==> config.mk <==
export PLATFORM = sky130hd
export DESIGN_NAME = lockdet_top
export DESIGN_NICKNAME = d
export VERILOG_FILES = /design/src/rtl/lockdet_pkg.sv /design/src/rtl/lockdet_window.sv /design/src/rtl/lockdet_loop.sv /design/src/rtl/lockdet_combine.sv /design/src/rtl/lockdet_top.sv
export SDC_FILE = /design/constraint.sdc
export NUM_CORES = 1
export LEC_CHECK = 0
export ABC_AREA = 1
export CAP_MARGIN = 0
export CORE_MARGIN = 5
export CORE_UTILIZATION = 54
export DETAILED_ROUTE_END_ITERATION = 8
export GPL_ROUTABILITY_DRIVEN = 0
export GPL_TIMING_DRIVEN = 0
export HOLD_SLACK_MARGIN = 0.03
export PLACE_DENSITY = 0.81
export SYNTH_ARGS = -nofsm -noshare
export SYNTH_HDL_FRONTEND = slang
export SYNTH_SLANG_ARGS = --single-unit
==> constraint.sdc <==
create_clock -name clk_i -period 2 [get_ports clk_i]
set_clock_uncertainty 0.2 [all_clocks]
set_input_delay 0.2 -clock clk_i [delete_from_list [all_inputs] [get_ports clk_i]]
set_output_delay 0.2 -clock clk_i [all_outputs]
set_load 0.02 [all_outputs]
==> src/rtl/lockdet_pkg.sv <==
package lockdet_pkg;

  localparam int unsigned NUM_LOOPS = 2;
  localparam int unsigned IDX_MAIN  = 0;
  localparam int unsigned IDX_AUX   = 1;

  typedef enum logic {
    LK_COMBINED  = 1'b0,
    LK_MAIN_ONLY = 1'b1
  } lk_mode_e;

endpackage

==> src/rtl/lockdet_window.sv <==
module lockdet_window #(
  parameter int unsigned WIN_LEN = 8
) (
  input  logic clk_i,
  input  logic rst_ni,
  output logic tick_o
);

  localparam int unsigned WW = (WIN_LEN > 2) ? $clog2(WIN_LEN) : 1;
  localparam logic [WW-1:0] LAST = WW'(WIN_LEN - 1);

  logic [WW-1:0] cnt_q, cnt_d;
  logic          cnt_en;

  always_comb begin
    cnt_en = 1'b1;
    tick_o = (cnt_q == LAST);
    cnt_d  = tick_o ? '0 : cnt_q + WW'(1);
  end

  always_ff @(posedge clk_i or negedge rst_ni) begin
    if (!rst_ni) begin
      cnt_q <= '0;
    end else if (cnt_en) begin
      cnt_q <= cnt_d;
    end
  end

endmodule

==> src/rtl/lockdet_loop.sv <==
module lockdet_loop #(
  parameter int unsigned ERR_LIMIT = 1,
  parameter int unsigned LOCK_RUN  = 4
) (
  input  logic clk_i,
  input  logic rst_ni,
  input  logic tick_i,
  input  logic off_i,
  input  logic up_i,
  input  logic dn_i,
  output logic locked_o
);

  localparam int unsigned EW = (ERR_LIMIT > 1) ? $clog2(ERR_LIMIT + 1) : 1;
  localparam int unsigned RW = (LOCK_RUN > 1) ? $clog2(LOCK_RUN + 1) : 1;
  localparam logic [EW-1:0] ERR_MAX = EW'(ERR_LIMIT);
  localparam logic [RW-1:0] RUN_MAX = RW'(LOCK_RUN);

  logic [EW-1:0] err_q, err_d, err_sum;
  logic [RW-1:0] run_q, run_d;
  logic          locked_q, locked_d;
  logic          pulse, bad_win, upd_en;

  always_comb begin
    pulse    = up_i | dn_i;
    err_sum  = (pulse && (err_q != ERR_MAX)) ? err_q + EW'(1) : err_q;
    bad_win  = (err_sum >= ERR_MAX);
    upd_en   = off_i | tick_i | pulse;
    err_d    = err_q;
    run_d    = run_q;
    locked_d = locked_q;
    if (off_i) begin
      err_d    = '0;
      run_d    = '0;
      locked_d = 1'b0;
    end else if (tick_i) begin
      err_d = '0;
      if (bad_win) begin
        run_d    = '0;
        locked_d = 1'b0;
      end else begin
        run_d    = (run_q == RUN_MAX) ? run_q : run_q + RW'(1);
        locked_d = (run_d == RUN_MAX);
      end
    end else begin
      err_d = err_sum;
    end
  end

  always_ff @(posedge clk_i or negedge rst_ni) begin
    if (!rst_ni) begin
      err_q    <= '0;
      run_q    <= '0;
      locked_q <= 1'b0;
    end else if (upd_en) begin
      err_q    <= err_d;
      run_q    <= run_d;
      locked_q <= locked_d;
    end
  end

  assign locked_o = locked_q;

endmodule

==> src/rtl/lockdet_combine.sv <==
module lockdet_combine
  import lockdet_pkg::*;
(
  input  logic                 pd_pin_i,
  input  logic [NUM_LOOPS-1:0] pd_bit_i,
  input  logic [NUM_LOOPS-1:0] locked_i,
  input  lk_mode_e             mode_i,
  output logic [NUM_LOOPS-1:0] off_o,
  output logic                 lock_o
);

  logic [NUM_LOOPS-1:0] live;
  logic [NUM_LOOPS-1:0] pass;

  for (genvar g = 0; g < NUM_LOOPS; g++) begin : g_pwr
    assign off_o[g] = pd_pin_i ^ pd_bit_i[g];
    assign live[g]  = locked_i[g] & ~off_o[g];
    assign pass[g]  = off_o[g] | live[g];
  end

  always_comb begin
    unique case (mode_i)
      LK_MAIN_ONLY: lock_o = live[IDX_MAIN];
      default:      lock_o = (&pass) & ~(&off_o);
    endcase
  end

endmodule

==> src/rtl/lockdet_top.sv <==
module lockdet_top
  import lockdet_pkg::*;
#(
  parameter int unsigned WIN_LEN   = 8,
  parameter int unsigned ERR_LIMIT = 1,
  parameter int unsigned LOCK_RUN  = 4
) (
  input  logic clk_i,
  input  logic rst_ni,
  input  logic main_up_i,
  input  logic main_dn_i,
  input  logic aux_up_i,
  input  logic aux_dn_i,
  input  logic pd_pin_i,
  input  logic main_pd_bit_i,
  input  logic aux_pd_bit_i,
  input  logic lock_sel_i,
  output logic main_pwrdn_o,
  output logic aux_pwrdn_o,
  output logic lock_o
);

  logic                 win_tick;
  logic [NUM_LOOPS-1:0] up_v, dn_v, bit_v, off_v, locked_v;
  logic                 main_off, aux_off, main_locked, aux_locked;
  lk_mode_e             mode;

  assign up_v[IDX_MAIN]  = main_up_i;
  assign up_v[IDX_AUX]   = aux_up_i;
  assign dn_v[IDX_MAIN]  = main_dn_i;
  assign dn_v[IDX_AUX]   = aux_dn_i;
  assign bit_v[IDX_MAIN] = main_pd_bit_i;
  assign bit_v[IDX_AUX]  = aux_pd_bit_i;
  assign mode            = lk_mode_e'(lock_sel_i);

  lockdet_window #(
    .WIN_LEN (WIN_LEN)
  ) u_win (
    .clk_i  (clk_i),
    .rst_ni (rst_ni),
    .tick_o (win_tick)
  );

  for (genvar g = 0; g < NUM_LOOPS; g++) begin : g_loop
    lockdet_loop #(
      .ERR_LIMIT (ERR_LIMIT),
      .LOCK_RUN  (LOCK_RUN)
    ) u_loop (
      .clk_i    (clk_i),
      .rst_ni   (rst_ni),
      .tick_i   (win_tick),
      .off_i    (off_v[g]),
      .up_i     (up_v[g]),
      .dn_i     (dn_v[g]),
      .locked_o (locked_v[g])
    );
  end

  lockdet_combine u_comb (
    .pd_pin_i (pd_pin_i),
    .pd_bit_i (bit_v),
    .locked_i (locked_v),
    .mode_i   (mode),
    .off_o    (off_v),
    .lock_o   (lock_o)
  );

  assign main_off     = off_v[IDX_MAIN];
  assign aux_off      = off_v[IDX_AUX];
  assign main_locked  = locked_v[IDX_MAIN];
  assign aux_locked   = locked_v[IDX_AUX];
  assign main_pwrdn_o = main_off;
  assign aux_pwrdn_o  = aux_off;

endmodule

==> flow_summary_export.csv <==
group,metric,value,unit
power_and_ir_drop,p_seq_share,53.1,%
route,drt-met1-wl,619,um
power_and_ir_drop,internal-power,373,uW
route,met3_length,94,um
clock_tree,cts-root-buf,"clkbuf_4",
grt,antenna_found_initial,0,
worst_setup_path,end_kind,"primary output",
route,first_pass_iters,4,
die,num_rows,13,
sta,max_slew.worst_pin.slew,0.605,ns
sta,min_period,1.83,ns
grt,grt-ovfl-total,0,
place,place_area,897,um^2
route,avgRoutedWirePerCell,11.5,um
synth,synth_xor_area_share,2.31,%
die,initial_core_util,57.5,%
synth,synth.yosys.warnings,0,
cells_and_area,seq_area,325,um^2
grt,grt_pass1_vias,603,
route,vias,617,
die,die_h,47.5,um
worst_setup_path,cp_max_fo,4,
min_path,hp-class,"in -> async",
die,die_w,47.5,um
route,met2WireLength,659,um
sta,rsz0062_at_grt,"false",
synth,synth_top_area_cell,"dfrtp_1",
cells_and_area,fillers,101,
worst_setup_path,critPathLaunchType,"input pin",
worst_setup_path,startpoint,"pd_pin_i",
clock_tree,post-cts-setup-buffers,0,
cells_and_area,layout-drive-gt1-share,17.9,%
power_and_ir_drop,pwr-share-comb,14.6,%
synth,synth-seq-area-share,42.9,%
status,status,"finished, final reports clean",
clock_tree,cts_made_buffers,3,
clock_tree,clk_latency,0.28,ns
synth,synth_compound_area_share,6.11,%
cells_and_area,syn2layout_area_growth,21.9,%
clock_tree,clk_path_buf_depth,2,
synth,netlist_area,758,um^2
grt,track_usage,16.4,%
sta,setup_tns,0,ns
synth,ys_top_cells_by_area,"dfrtp_1, nand2_1, ha_1, nand3_1, inv_1",
place,dpl.cell_count,117,
synth,synth_cell_types,18,
route,wl,1390,um
route,routed.top_layer,"met4",
synth,synth_seq_cells,13,
die,ios,13,
clock_tree,cts_tree,"done",
power_and_ir_drop,vdd_drop_max,0.347,mV
sta,fmax,548,MHz
clock_tree,cts_sinks,13,
cells_and_area,layout.cells.non_filler,121,
cells_and_area,antenna_cells,0,
power_and_ir_drop,clock_power_share,32.2,%
flow_run,cap_violations,0,
synth,synth_top_area_share,42.9,%
die,fp.coreArea,0.00132,mm^2
die,die_area,0.00225,mm^2
sta,period_share,91.3,%
route,ant_nets,0,
route,drt-initial-drc-count,12,
clock_tree,cts.htree.levels,1,
power_and_ir_drop,power,505,uW
power_and_ir_drop,power_switching,132,uW
place,hpwlAfterDp,1130,um
power_and_ir_drop,cellPowerDensity,547,mW/mm^2
sta,setup_viol,0,
power_and_ir_drop,power.leakage,0.504,nW
clock_tree,path_clk_slew,0.08,ns
place,io_buffers,12,
synth,syn_nets,106,
synth,synth.avg_cell_area,8.42,um^2
cells_and_area,multiInputGateArea,387,um^2
worst_setup_path,crit_type,"in -> out",
grt,grt_start_max_net_pins,14,
route,drc,0,
synth,synthSimpleGateAreaFrac,32.7,%
synth,synth_adder_area_share,9.90,%
cells_and_area,fin_area,925,um^2
synth,syn_inst,90,
worst_setup_path,cp.arrival,1.43,ns
worst_setup_path,worst_ep_required_time,1.60,ns
power_and_ir_drop,switching_share,26.1,%
cells_and_area,fin_nets,123,
worst_setup_path,r2r_start,"u_win.cnt_q[0]",
grt,grt_pass1_wl,2500,um
route,avgViaCountPerCell,5.10,
sta,relSlewSlack,59.6,%
synth,synthMuxAreaShare,0,%
sta,hold_viol_final,0,
synth,synth_top_family_by_area,"simple AND/OR/NAND/NOR gates",
sta,drv_slew,0,
clock_tree,cts_hold_buf,0,
cells_and_area,final_util,70.2,%
## placed cells by master, fill, tap and decap left out, drive strengths merged
master and n:
o21ai 4, inv 11, ha 6, clkdlybuf4s50 9, a21oi 3, clkinv 2
clkbuf 4, xnor2 2, dlymetal6s2s 2, nand3b 1, nor3 1, nor2 8
dfrtp 13, nand2 30, nand3 10
## sequential cells by signal (all words and copies together), names as in the netlist
register	count
u_win.cnt_q	3
g_loop.u_loop.locked_o	2
g_loop.u_loop.err_q	2
g_loop.u_loop.run_q	6
## cell families (layout without fill, tap and decap cells)
family / Yosys count / in the layout
simple gates: 50 / 50
buf+inv: 12 / 28
compound gates: 7 / 7
xor+xnor: 2 / 2
flops: 13 / 13
fa+ha+maj: 6 / 6
## Yosys cell counts
master	n
nand2_1	23
dfrtp_1	13
inv_1	10
nand3_1	10
ha_1	6
nor2_1	6
nand2_2	5
a21oi_1	2
nand2_4	2
nor2_4	2
o21ai_0	2
o21ai_2	2
xnor2_1	2
a21oi_2	1
clkinv_2	1
inv_2	1
nand3b_1	1
nor3_1	1
## path summary, 6_finish.rpt
kind / cells past startpoint / slack (ns) / end
setup / recovery: 8 / 0.17 / lock_o
hold / removal: 1 / 0.1 / u_win.cnt_q[0]
setup reg to reg: 5 / 0.41 / g_loop[1].u_loop.run_q[1]
hold reg to reg: 1 / 0.23 / u_win.cnt_q[0]
max in group asynchronous: 1 / 1.11 / g_loop[1].u_loop.run_q[2]
min in group clk_i: 1 / 0.23 / u_win.cnt_q[0]
## through the flow
stage | worst slack, ns | hold slack, ns
global placement | -0.252 | 0.216
CTS | 0.00206 | 0.0994
detailed placement | -0.265 | 0.216
floorplan | 0.601 | -0.296
global route | 0.0835 | 0.149
finish | 0.174 | 0.0985
## power by group through the flow
| stage | sequential [mW] | combinational [mW] | clock (mW) |
|---|---|---|---|
| finish | 0.268 | 0.0741 | 0.163 |
| global route | 0.269 | 0.0825 | 0.178 |
| floorplan | 0.274 | 0.0380 | 0 |
| detailed placement | 0.274 | 0.0760 | 0 |
| CTS | 0.269 | 0.0758 | 0.168 |
| global placement | 0.274 | 0.0745 | 0 |
## timing repair
| action | 4_1_cts | 5_1_grt |
|---|---|---|
| endpoints found under the hold margin | 0 | 0 |
| endpoints found under the setup margin | 1 | 3 |
| gates resized for setup | 1 | 4 |
## layout make-up
class	count	area share, %
sequential	13	35.2
multi-input combinational	65	41.8
tap	15	2.03
clock buffer	3	2.44
clock inverter	1	0.541
inverter	12	5.01
timing repair buffer	12	13.0
## per-layer routing
layer,up-vias,track usage [%]
met3,4,3.01
met5,-,0
met2,16,27.3
li1,318,-
met4,0,8.29
met1,279,20.3
## worst max-delay path, cell delays in order
cell	delay [ns]
clkdlybuf4s50_1	0.56
inv_2	0.08
nand2_2	0.08
nand2_4	0.07
clkinv_2	0.08
nand2_2	0.04
a21oi_1	0.13
clkbuf_2	0.18
No activity file was read; power rests on OpenSTA's default activity.
